[config.mk]
export PLATFORM = sky130hd
export DESIGN_NAME = cbdma_channel
export DESIGN_NICKNAME = d
export VERILOG_FILES = /design/src/rtl/cbdma_pkg.sv /design/src/rtl/cbdma_addr_step.sv /design/src/rtl/cbdma_regs.sv /design/src/rtl/cbdma_engine.sv /design/src/rtl/cbdma_channel.sv
export SDC_FILE = /design/constraint.sdc
export NUM_CORES = 1
export LEC_CHECK = 0
export BUFFER_PORTS_ARGS = -buffer_cell sky130_fd_sc_hd__buf_2
export CORE_MARGIN = 2
export CORE_UTILIZATION = 31
export DETAILED_ROUTE_END_ITERATION = 10
export MAX_ROUTING_LAYER = met4
export PLACE_DENSITY = 0.53
export SYNTH_ARGS = -nofsm -noshare
export SYNTH_HDL_FRONTEND = slang
export SYNTH_SLANG_ARGS = --single-unit
[constraint.sdc]
create_clock -name clk -period 3.6 [get_ports clk]
set_input_delay 0.54 -clock clk [delete_from_list [all_inputs] [get_ports clk]]
set_output_delay 0.54 -clock clk [all_outputs]
set_load 0.02 [all_outputs]
[src/rtl/cbdma_pkg.sv]
// Shared constants and types for the descriptor-fetching copy channel.
// Assumes a 32-bit data path and byte addressing with word-aligned accesses.
package cbdma_pkg;
    localparam int DW         = 32;
    localparam int WORD_BYTES = DW / 8;
    localparam int DESC_WORDS = 4;

    // Register byte offsets; software depends on them.
    localparam logic [3:0] OFS_CTRL = 4'h0;
    localparam logic [3:0] OFS_PTR  = 4'h4;

    // Control/status bit positions.
    localparam int CTRL_RUN_BIT  = 0;
    localparam int CTRL_FLAG_BIT = 2;

    // Flags-word bit positions inside the descriptor.
    localparam int FLG_IRQ_BIT  = 0;
    localparam int FLG_DINC_BIT = 4;
    localparam int FLG_SINC_BIT = 8;

    typedef enum logic [1:0] {
        ST_IDLE  = 2'd0,
        ST_FETCH = 2'd1,
        ST_READ  = 2'd2,
        ST_WRITE = 2'd3
    } eng_state_t;
endpackage

[src/rtl/cbdma_addr_step.sv]
// Address stepper: returns the address advanced by one word when stepping
// is enabled, or the same address otherwise. Assumes word-aligned input.
module cbdma_addr_step #(
    parameter int ADDR_W = 32,
    parameter int STEP   = 4
) (
    input  logic [ADDR_W-1:0] addr_i,
    input  logic              inc_i,
    output logic [ADDR_W-1:0] addr_o
);
    localparam logic [ADDR_W-1:0] STEP_V = ADDR_W'(STEP);

    // Next address for this side of the copy.
    always_comb addr_o = inc_i ? addr_i + STEP_V : addr_i;
endmodule

[src/rtl/cbdma_regs.sv]
// Register slave: the control/status register and the descriptor pointer.
// Issues a one-cycle start pulse only when the engine is idle. Holds the
// sticky completion flag, which is cleared by writing one to it.
// Assumes single-cycle writes and combinational reads.
module cbdma_regs
    import cbdma_pkg::*;
#(
    parameter int ADDR_W = 32
) (
    input  logic              clk,
    input  logic              rst_n,
    input  logic [3:0]        reg_addr,
    input  logic              reg_we,
    input  logic [DW-1:0]     reg_wdata,
    output logic [DW-1:0]     reg_rdata,
    input  logic              busy_i,
    input  logic              done_i,
    input  logic              int_en_i,
    output logic              start_o,
    output logic [ADDR_W-1:0] desc_ptr_o,
    output logic              irq_o
);
    logic [ADDR_W-1:0] ptr_q;
    logic              flag_q;
    logic              ctrl_wr;
    logic              clr_req;

    // Decode writes to the control/status register.
    always_comb begin
        ctrl_wr = reg_we && (reg_addr == OFS_CTRL);
        start_o = ctrl_wr && reg_wdata[CTRL_RUN_BIT] && !busy_i;
        clr_req = ctrl_wr && reg_wdata[CTRL_FLAG_BIT];
    end

    // Descriptor pointer storage.
    always_ff @(posedge clk) begin
        if (!rst_n)                               ptr_q <= '0;
        else if (reg_we && reg_addr == OFS_PTR)   ptr_q <= reg_wdata[ADDR_W-1:0];
    end

    // Completion flag: a set in the same cycle wins over a clear.
    always_ff @(posedge clk) begin
        if (!rst_n)                   flag_q <= 1'b0;
        else if (done_i && int_en_i)  flag_q <= 1'b1;
        else if (clr_req)             flag_q <= 1'b0;
    end

    // Read multiplexer.
    always_comb begin
        reg_rdata = '0;
        case (reg_addr)
            OFS_CTRL: begin
                reg_rdata[CTRL_RUN_BIT]  = busy_i;
                reg_rdata[CTRL_FLAG_BIT] = flag_q;
            end
            OFS_PTR: reg_rdata = DW'(ptr_q);
            default: reg_rdata = '0;
        endcase
    end

    assign desc_ptr_o = ptr_q;
    assign irq_o      = flag_q;


    flag_rise_chk: assert property (@(posedge clk) disable iff (!rst_n)
        $rose(flag_q) |-> $past(done_i && int_en_i));


    flag_clear_chk: assert property (@(posedge clk) disable iff (!rst_n)
        (clr_req && !done_i) |=> !flag_q);
endmodule

[src/rtl/cbdma_engine.sv]
// Transfer engine: fetches the four-word descriptor, then copies words by
// a read followed by a write over the memory master port. Each request is
// held until acknowledged. Pulses done_o on the acknowledge that ends a job.
// Assumes read data is valid in the cycle of the acknowledge.
module cbdma_engine
    import cbdma_pkg::*;
#(
    parameter int ADDR_W = 32
) (
    input  logic              clk,
    input  logic              rst_n,
    input  logic              start_i,
    input  logic [ADDR_W-1:0] desc_ptr_i,
    output logic              busy_o,
    output logic              done_o,
    output logic              int_en_o,
    output logic              mem_req_o,
    output logic              mem_we_o,
    output logic [ADDR_W-1:0] mem_addr_o,
    output logic [DW-1:0]     mem_wdata_o,
    input  logic              mem_ack_i,
    input  logic [DW-1:0]     mem_rdata_i
);
    localparam int IDX_W = $clog2(DESC_WORDS);
    localparam logic [DW-1:0]  WB_V     = DW'(WORD_BYTES);
    localparam logic [IDX_W-1:0] IDX_LAST = IDX_W'(DESC_WORDS - 1);

    eng_state_t               state_q;
    logic [IDX_W-1:0]         idx_q;
    logic [ADDR_W-1:0]        desc_q;
    logic [1:0][ADDR_W-1:0]   ptr_q;    // [0] source, [1] destination
    logic [1:0][ADDR_W-1:0]   ptr_nxt;
    logic [1:0]               inc_q;    // [0] source, [1] destination
    logic                     irq_en_q;
    logic [DW-1:0]            remain_q;
    logic [DW-1:0]            data_q;
    logic                     last_word;

    // One stepper per address side.
    for (genvar g = 0; g < 2; g++) begin : g_step
        cbdma_addr_step #(.ADDR_W(ADDR_W), .STEP(WORD_BYTES)) u_step (
            .addr_i (ptr_q[g]),
            .inc_i  (inc_q[g]),
            .addr_o (ptr_nxt[g])
        );
    end

    // Memory request outputs, selected by the current phase.
    always_comb begin
        mem_req_o   = (state_q != ST_IDLE);
        mem_we_o    = (state_q == ST_WRITE);
        mem_wdata_o = data_q;
        case (state_q)
            ST_FETCH: mem_addr_o = desc_q + ADDR_W'({idx_q, 2'b00});
            ST_READ:  mem_addr_o = ptr_q[0];
            ST_WRITE: mem_addr_o = ptr_q[1];
            default:  mem_addr_o = '0;
        endcase
    end

    // A write acknowledge ends the job when at most one word remains.
    always_comb last_word = (remain_q <= WB_V);

    // End-of-job pulse: zero count after the fetch, or the last write.
    always_comb begin
        done_o = 1'b0;
        if (mem_ack_i) begin
            if (state_q == ST_FETCH && idx_q == IDX_LAST && mem_rdata_i == '0) done_o = 1'b1;
            if (state_q == ST_WRITE && last_word)                              done_o = 1'b1;
        end
    end

    // Phase sequencing and capture of descriptor fields.
    always_ff @(posedge clk) begin
        if (!rst_n) begin
            state_q  <= ST_IDLE;
            idx_q    <= '0;
            desc_q   <= '0;
            ptr_q    <= '0;
            inc_q    <= '0;
            irq_en_q <= 1'b0;
            remain_q <= '0;
            data_q   <= '0;
        end else begin
            case (state_q)
                ST_IDLE: if (start_i) begin
                    desc_q  <= desc_ptr_i;
                    idx_q   <= '0;
                    state_q <= ST_FETCH;
                end
                ST_FETCH: if (mem_ack_i) begin
                    idx_q <= idx_q + 1'b1;
                    case (idx_q)
                        2'd0: begin
                            irq_en_q <= mem_rdata_i[FLG_IRQ_BIT];
                            inc_q    <= {mem_rdata_i[FLG_DINC_BIT], mem_rdata_i[FLG_SINC_BIT]};
                        end
                        2'd1: ptr_q[0] <= mem_rdata_i[ADDR_W-1:0];
                        2'd2: ptr_q[1] <= mem_rdata_i[ADDR_W-1:0];
                        default: begin
                            remain_q <= mem_rdata_i;
                            state_q  <= (mem_rdata_i == '0) ? ST_IDLE : ST_READ;
                        end
                    endcase
                end
                ST_READ: if (mem_ack_i) begin
                    data_q  <= mem_rdata_i;
                    state_q <= ST_WRITE;
                end
                ST_WRITE: if (mem_ack_i) begin
                    ptr_q    <= ptr_nxt;
                    remain_q <= last_word ? '0 : remain_q - WB_V;
                    state_q  <= last_word ? ST_IDLE : ST_READ;
                end
                default: state_q <= ST_IDLE;
            endcase
        end
    end

    assign busy_o   = (state_q != ST_IDLE);
    assign int_en_o = irq_en_q;


    start_idle_chk: assert property (@(posedge clk) disable iff (!rst_n)
        start_i |-> !busy_o);


    req_hold_chk: assert property (@(posedge clk) disable iff (!rst_n)
        (mem_req_o && !mem_ack_i) |=> (mem_req_o && $stable(mem_addr_o)
                                       && $stable(mem_we_o) && $stable(mem_wdata_o)));


    busy_end_chk: assert property (@(posedge clk) disable iff (!rst_n)
        $fell(busy_o) |-> $past(mem_ack_i));


    zero_len_chk: assert property (@(posedge clk) disable iff (!rst_n)
        (state_q == ST_FETCH && mem_ack_i && idx_q == IDX_LAST && mem_rdata_i == '0) |=> !busy_o);
endmodule

[src/rtl/cbdma_channel.sv]
// Top of the descriptor-fetching copy channel: joins the register slave
// and the transfer engine. The interrupt output is the completion flag.
// Assumes one clock domain and a memory that acknowledges every request.
module cbdma_channel
    import cbdma_pkg::*;
#(
    parameter int ADDR_W = 32
) (
    input  logic              clk,
    input  logic              rst_n,
    input  logic [3:0]        reg_addr,
    input  logic              reg_we,
    input  logic [DW-1:0]     reg_wdata,
    output logic [DW-1:0]     reg_rdata,
    output logic              mem_req,
    output logic              mem_we,
    output logic [ADDR_W-1:0] mem_addr,
    output logic [DW-1:0]     mem_wdata,
    input  logic              mem_ack,
    input  logic [DW-1:0]     mem_rdata,
    output logic              irq
);
    logic              busy;
    logic              done;
    logic              int_en;
    logic              start;
    logic [ADDR_W-1:0] desc_ptr;

    cbdma_regs #(.ADDR_W(ADDR_W)) u_regs (
        .clk        (clk),
        .rst_n      (rst_n),
        .reg_addr   (reg_addr),
        .reg_we     (reg_we),
        .reg_wdata  (reg_wdata),
        .reg_rdata  (reg_rdata),
        .busy_i     (busy),
        .done_i     (done),
        .int_en_i   (int_en),
        .start_o    (start),
        .desc_ptr_o (desc_ptr),
        .irq_o      (irq)
    );

    cbdma_engine #(.ADDR_W(ADDR_W)) u_engine (
        .clk         (clk),
        .rst_n       (rst_n),
        .start_i     (start),
        .desc_ptr_i  (desc_ptr),
        .busy_o      (busy),
        .done_o      (done),
        .int_en_o    (int_en),
        .mem_req_o   (mem_req),
        .mem_we_o    (mem_we),
        .mem_addr_o  (mem_addr),
        .mem_wdata_o (mem_wdata),
        .mem_ack_i   (mem_ack),
        .mem_rdata_i (mem_rdata)
    );
endmodule

==> results of run 1 <==
[cell usage in the layout, fill, tap and decap left out, types with 24 or more instances in the layout]
cell type / synthesis / routed
nand2_1: 304 / 303
dfxtp_1: 200 / 199
buf_2: 6 / 170
a21oi_1: 161 / 161
nor2_1: 74 / 73
nand3_1: 68 / 68
o21ai_0: 54 / 54
nor3_1: 52 / 52
and2_1: 42 / 42
a31oi_1: 41 / 41
mux2i_1: 35 / 35
nor4_1: 33 / 33
buf_4: 0 / 33
o22ai_1: 31 / 31
nand4_1: 27 / 27
o211ai_1: 24 / 24
[routing by layer]
layer	part of all wire [%]	vias to the layer above
li1	-	5786
met2	44	508
met5	0	-
met3	7.2	72
met1	45	5749
met4	3.5	0
[worst reg2reg max path: stages (launching register included)]
cell and delay [ns]:
dfxtp_1 0.38, or4_4 0.59, nor4_1 0.52, nand4_4 0.39
buf_4 0.38, a41oi_1 0.25, a31oi_1 0.10
[per-stage QoR]
stage / worst slack, ns / util [%]
floorplan: 0.915 / -
global placement: 0.722 / 35.2
detailed placement: 0.648 / 35.2
CTS: 0.158 / 37.1
global route: 0.0185 / 37.1
finish: 0.211 / 37.1
[worst paths after layout]
check | cells after the start | slack (ns) | endpoint
min reg2reg | 2 | 0.45 | u_engine.mem_wdata_o[1]
min | 3 | 0.32 | u_regs.desc_ptr_o[6]
max | 9 | 0.21 | mem_addr[28]
max reg2reg | 6 | 0.86 | u_engine.remain_q[28]
[final cells by class]
type,instances,area (sq um),share of cell area [%]
clock inverter,10,236,1.79
inverter,24,92.6,0.700
timing repair buffer,205,1140,8.61
clock buffer,22,454,3.43
sequential,200,4010,30.3
multi-input combinational,1183,6730,50.8
antenna,1,2.50,0.0189
tap,461,577,4.36
[cell usage after synthesis, drive strengths merged, types with 6 or more instances]
library cell	count
and2	43
o211ai	24
a311oi	7
nor3	52
buf	15
o22ai	31
or4	19
xnor2	6
nor2	74
inv	24
clkbuf	106
a31oi	41
a211oi	8
dfxtp	200
nand2	304
mux2i	35
xor2	11
a21oi	161
o21a	6
and3	20
or2	6
ha	10
or3	19
and4	11
nand4	28
nand3	68
o31ai	10
o21ai	54
a41oi	6
o221ai	8
nor4	36
a22oi	13
[power breakdown]
part           internal (mW)  switching [mW]
Sequential              2.22         0.00489
Combinational         0.0582           0.151
Clock                   1.40           0.919
[logic make-up after synthesis]
group,share of synthesized area (%)
simple gates,30.2
compound gates,23.0
flops,35.5
buf+inv,5.03
mux,3.61
xor+xnor,1.32
fa+ha+maj,1.29
[sequential cells by signal (all words and copies together) (netlist names)]
signal,cells
u_engine.remain_q,32
u_engine.ptr_q,64
u_engine.int_en_o,1
u_engine.inc_q,2
u_regs.desc_ptr_o,32
u_regs.irq_o,1
u_engine.idx_q,2
u_engine.desc_q,32
u_engine.state_q,2
u_engine.mem_wdata_o,32
==> results.cfg, run 1 <==
[sta]
hold_viol_final = 0
period_minus_slack_ns = 3.39
fin_crit_sh_pct = 94.1
fin_setup_tns_ns = 0
worstMarginPinSlew_ns = 1.07
drv_slew = 0
clock_skew_ns = 0.0145
rsz0062_at_grt = false
max_freq_ghz = 0.295
relSlewSlack_pct = 28.4
setup_viol = 0
holdWs_ns = 0.319

[cts]
clock_tree.root_cell = clkbuf_16
cts_buffer_depth = 2
post_cts_buffers = 0
cts.sinks = 200
clkSlewWorstSetupHoldPaths_ns = 0.08
cts_buffers = 17
cts_hold_buf = 0
htree_levels = 4
cts_tree = built
clock_latency_ns = 0.46
cts_resized = 0

[yosys]
synth_edf_count = 0
ys_ff_latch = 200
syn-num-nets = 1611
synthesis.area_sq_mm = 0.0113
synth.top_cell.area_share_pct = 35.5
synth-async-reset-ratio_pct = 0
synthDistinctLibCells = 73
syn_area_per_cell_sq_um = 7.38
yosysWarnings = 0
yosysSeqAreaShare_pct = 35.5
ys.flop_type = dfxtp_1
synth_cells = 1528
yosys.area.top_type = dfxtp_1
yosys-top-cells-area = dfxtp_1, nand2_1, a21oi_1

[cells_and_area]
syn2layout_area_growth_pct = 17.3
drive_above_1_share_pct = 16.2
nNetsFinal = 1714
final_area_sq_mm = 0.0132
final_cells = 2106
fillers = 3790

[global_route]
grt.met1_usage_pct = 30.6
use_met3_pct = 3.92
grt-ovfl-total = 0
busiest_layer = met2
grt_max_degree = 62
use_met2_pct = 34.1
grt_pass1_vias = 11100
antenna_found_initial = 1
grt_pass1_wl_mm = 66.0
track_usage_pct = 22.8

[die]
die_w_um = 195
start_util_pct = 31.6
ios = 171
die_area_sq_mm = 0.0379
num_rows = 69
die_y_um = 195
core_sq_mm = 0.0357

[drt]
drt_iter0_drc = 944
vias = 12100
routed_wirelength_mm = 42.6
vias_per_cell = 5.75
drtPass1Iterations = 5
drtAntennaViolNets = 0
drcViolationCount = 0
post_drt_wl_per_cell_um = 20.2

[worst_hold_path]
hp-start = reg_wdata[6]
hold_class = primary input to register

[power]
finalPower_mw = 4.75
ir_worst_vdd_uv = 366
power_density_mw_per_mm2 = 359
p_leak_nw = 4.65

[job]
drv_cap = 0

[worst_setup_path]
crit_buf_inv = 3
r2r_start = u_engine.remain_q[12]
path_delay_family = simple AND/OR/NAND/NOR gates
cp_slowest_cell = or4_1
critical_path_arrival_ns = 2.85
critical_path_class = register to output pin
cp_slowest_stage_delay_ns = 0.52
crit_required_ns = 3.06
worst_setup_path_end_kind = output pin
worstSetupStartpoint = u_engine.idx_q[0]
startpoint_type = register
path_max_fanout = 9
path_cells = ha_1, inv_1, fa_1, nor2_1, buf_4, nand2_1, or4_1, o211ai_1, buf_2

[placed_design]
portBuffers = 170
place_congestion = 0.907
dp_hpwl_mm = 30.2
post_dp_cell_area_sq_mm = 0.0125
dp_cells = 2073

[outcome]
status = complete, no violations
(Power assumes the default switching activity.)
==> run 2: changes to the inputs <==
Settings changed: ABC_AREA set to 1, PLACE_DENSITY 0.53 to 0.52.
==> results.cfg, run 2 <==
[die]
ios = 171
start_util_pct = 31.5
num_rows = 71
core_sq_mm = 0.0378
die_w_um = 200
die_y_um = 200
die_area_sq_mm = 0.0399

[sta]
relSlewSlack_pct = 33.0
hold_viol_final = 0
rsz0062_at_grt = false
fin_crit_sh_pct = 93.1
clock_skew_ns = 0.0154
fin_setup_tns_ns = 0
setup_viol = 0
max_freq_ghz = 0.298
drv_slew = 0
worstMarginPinSlew_ns = 1.00
period_minus_slack_ns = 3.35

[drt]
post_drt_wl_per_cell_um = 17.4
vias = 13100
drt_iter0_drc = 986
drtAntennaViolNets = 0
routed_wirelength_mm = 44.6
drcViolationCount = 0
drtPass1Iterations = 5
vias_per_cell = 5.10

[placed_design]
dp_hpwl_mm = 33.6
portBuffers = 170
place_congestion = 0.973

[cts]
post_cts_buffers = 0
cts_tree = built
cts_buffer_depth = 2
htree_levels = 4
clkSlewWorstSetupHoldPaths_ns = 0.08
clock_tree.root_cell = clkbuf_16
cts.sinks = 200
cts_buffers = 17
clock_latency_ns = 0.47

[worst_hold_path]
hold_class = primary input to register

[worst_setup_path]
worst_setup_path_end_kind = output pin
critical_path_class = register to output pin
path_max_fanout = 6
crit_required_ns = 3.06
startpoint_type = register
critical_path_arrival_ns = 2.81
rrSetupSlack_ns = 1.24

[power]
p_leak_nw = 5.83
seqPwrFrac_pct = 47.4
internal_power_mw = 3.44
finalPower_mw = 4.88
clockPowerShare_pct = 41.8
switchingPower_mw = 1.44
netSwitchingFraction_pct = 29.5
combPwrFrac_pct = 10.8
ir_worst_vdd_uv = 295
power_density_mw_per_mm2 = 353

[global_route]
grt_max_degree = 149
track_usage_pct = 23.1
grt_pass1_wl_mm = 68.9
antenna_found_initial = 0
grt_pass1_vias = 12000
grt-ovfl-total = 0

[cells_and_area]
drive_above_1_share_pct = 12.6
syn2layout_area_growth_pct = 16.1
top_register = u_engine.ptr_q
fillers = 4186
largest_reg_flops = 64
num_antenna_cells = 0
nNetsFinal = 2121
mostFrequentLayoutCell = nand2_1
final_cell_mix = nand2_1, nor2_1, inv_1
final_util_pct = 36.6

[yosys]
yosysWarnings = 0
synth_cells = 1917
synth_most_common_cell = nand2_1
synthDistinctLibCells = 41
synth_edf_count = 0
yosys-top-cells-area = dfxtp_1, nand2_1, nor2_1
yosysSeqAreaShare_pct = 33.7
syn_area_per_cell_sq_um = 6.20
synth.top_cell.area_share_pct = 33.7
synth-async-reset-ratio_pct = 0
yosys-top-cells-count = nand2_1, nor2_1, inv_1
ys.flop_type = dfxtp_1
ys_ff_latch = 200
yosys.area.top_type = dfxtp_1
syn-num-nets = 2000
synthesis.area_sq_mm = 0.0119

[outcome]
status = complete, no violations

[job]
drv_cap = 0
[run 2: cell families (layout without fill, tap and decap cells)]
| kind of cell | Yosys count | in the layout | share of synthesized area, % |
|---|---|---|---|
| AO/OA/AOI/OAI | 452 | 452 | 20.3 |
| buffers and inverters | 324 | 458 | 10.6 |
| adder cells (fa/ha/maj) | 11 | 11 | 1.22 |
| XOR/XNOR | 28 | 28 | 2.06 |
| flip-flops | 200 | 200 | 33.7 |
| AND/OR/NAND/NOR | 902 | 902 | 32.1 |
[run 2: final timing paths]
path / start / endpoint / cells after the start
worst max-delay path: u_engine.idx_q[0] / mem_addr[18] / 12
worst min-delay path: reg_wdata[26] / u_regs.desc_ptr_o[26] / 3
worst max register to register: u_engine.remain_q[2] / u_engine.remain_q[20] / 11
worst min register to register: u_engine.mem_wdata_o[29] / u_engine.mem_wdata_o[29] / 2
[run 2: metal layers]
| metal | up-vias | global-route usage (%) | wire (um) |
|---|---|---|---|
| li1 | 6537 | - | - |
| met4 | 0 | 9.27 | 1550 |
| met5 | - | - | 0 |
| met2 | 391 | 34.4 | 19200 |
| met3 | 77 | 3.48 | 2380 |
| met1 | 6057 | 31.4 | 21500 |
[run 2: worst max-delay path: stages, from the launching register on]
cell	delay, ns
dfxtp_1	0.41
ha_1	0.20
inv_1	0.06
fa_1	0.35
inv_1	0.14
nand3_1	0.19
nor3_4	0.28
nand3_1	0.15
nor2_1	0.17
or2_2	0.13
nand3_1	0.06
nand2_1	0.06
buf_2	0.15
[run 2: final cells by class]
class	count	area, sq um	area share [%]
multi-input combinational	1393	6650	48.1
sequential	200	4000	29.0
timing repair buffer	190	1030	7.45
inverter	236	886	6.42
tap	511	639	4.63
clock buffer	20	447	3.24
clock inverter	12	155	1.12
[run 2: power by group through the flow]
stage	Combinational (mW)	Clock [mW]	Sequential (mW)
final	0.527	2.04	2.31
after global routing	0.590	2.15	2.32
after CTS	0.527	2.08	2.31
after detailed placement	0.525	0	2.36
after global placement	0.523	0	2.36
after floorplan	0.338	0	2.34
[run 2: stage by stage]
stage | hold WS (ns) | instances | instance area (sq um) | setup slack [ns]
2_1_floorplan | 0.430 | 1917 | 11900 | 1.08
3_3_place_gp | 0.445 | 2530 | 13200 | 0.764
3_5_place_dp | 0.452 | 2530 | 13200 | 0.688
4_1_cts | 0.317 | 2562 | 13800 | 0.169
5_1_grt | 0.343 | 2562 | 13800 | 0.0138
6_report | 0.332 | 2562 | 13800 | 0.250
[run 2: what timing repair did]
item,in CTS,in global routing
setup endpoints to repair,0,2
hold buffers,0,0
gates resized for setup,0,1
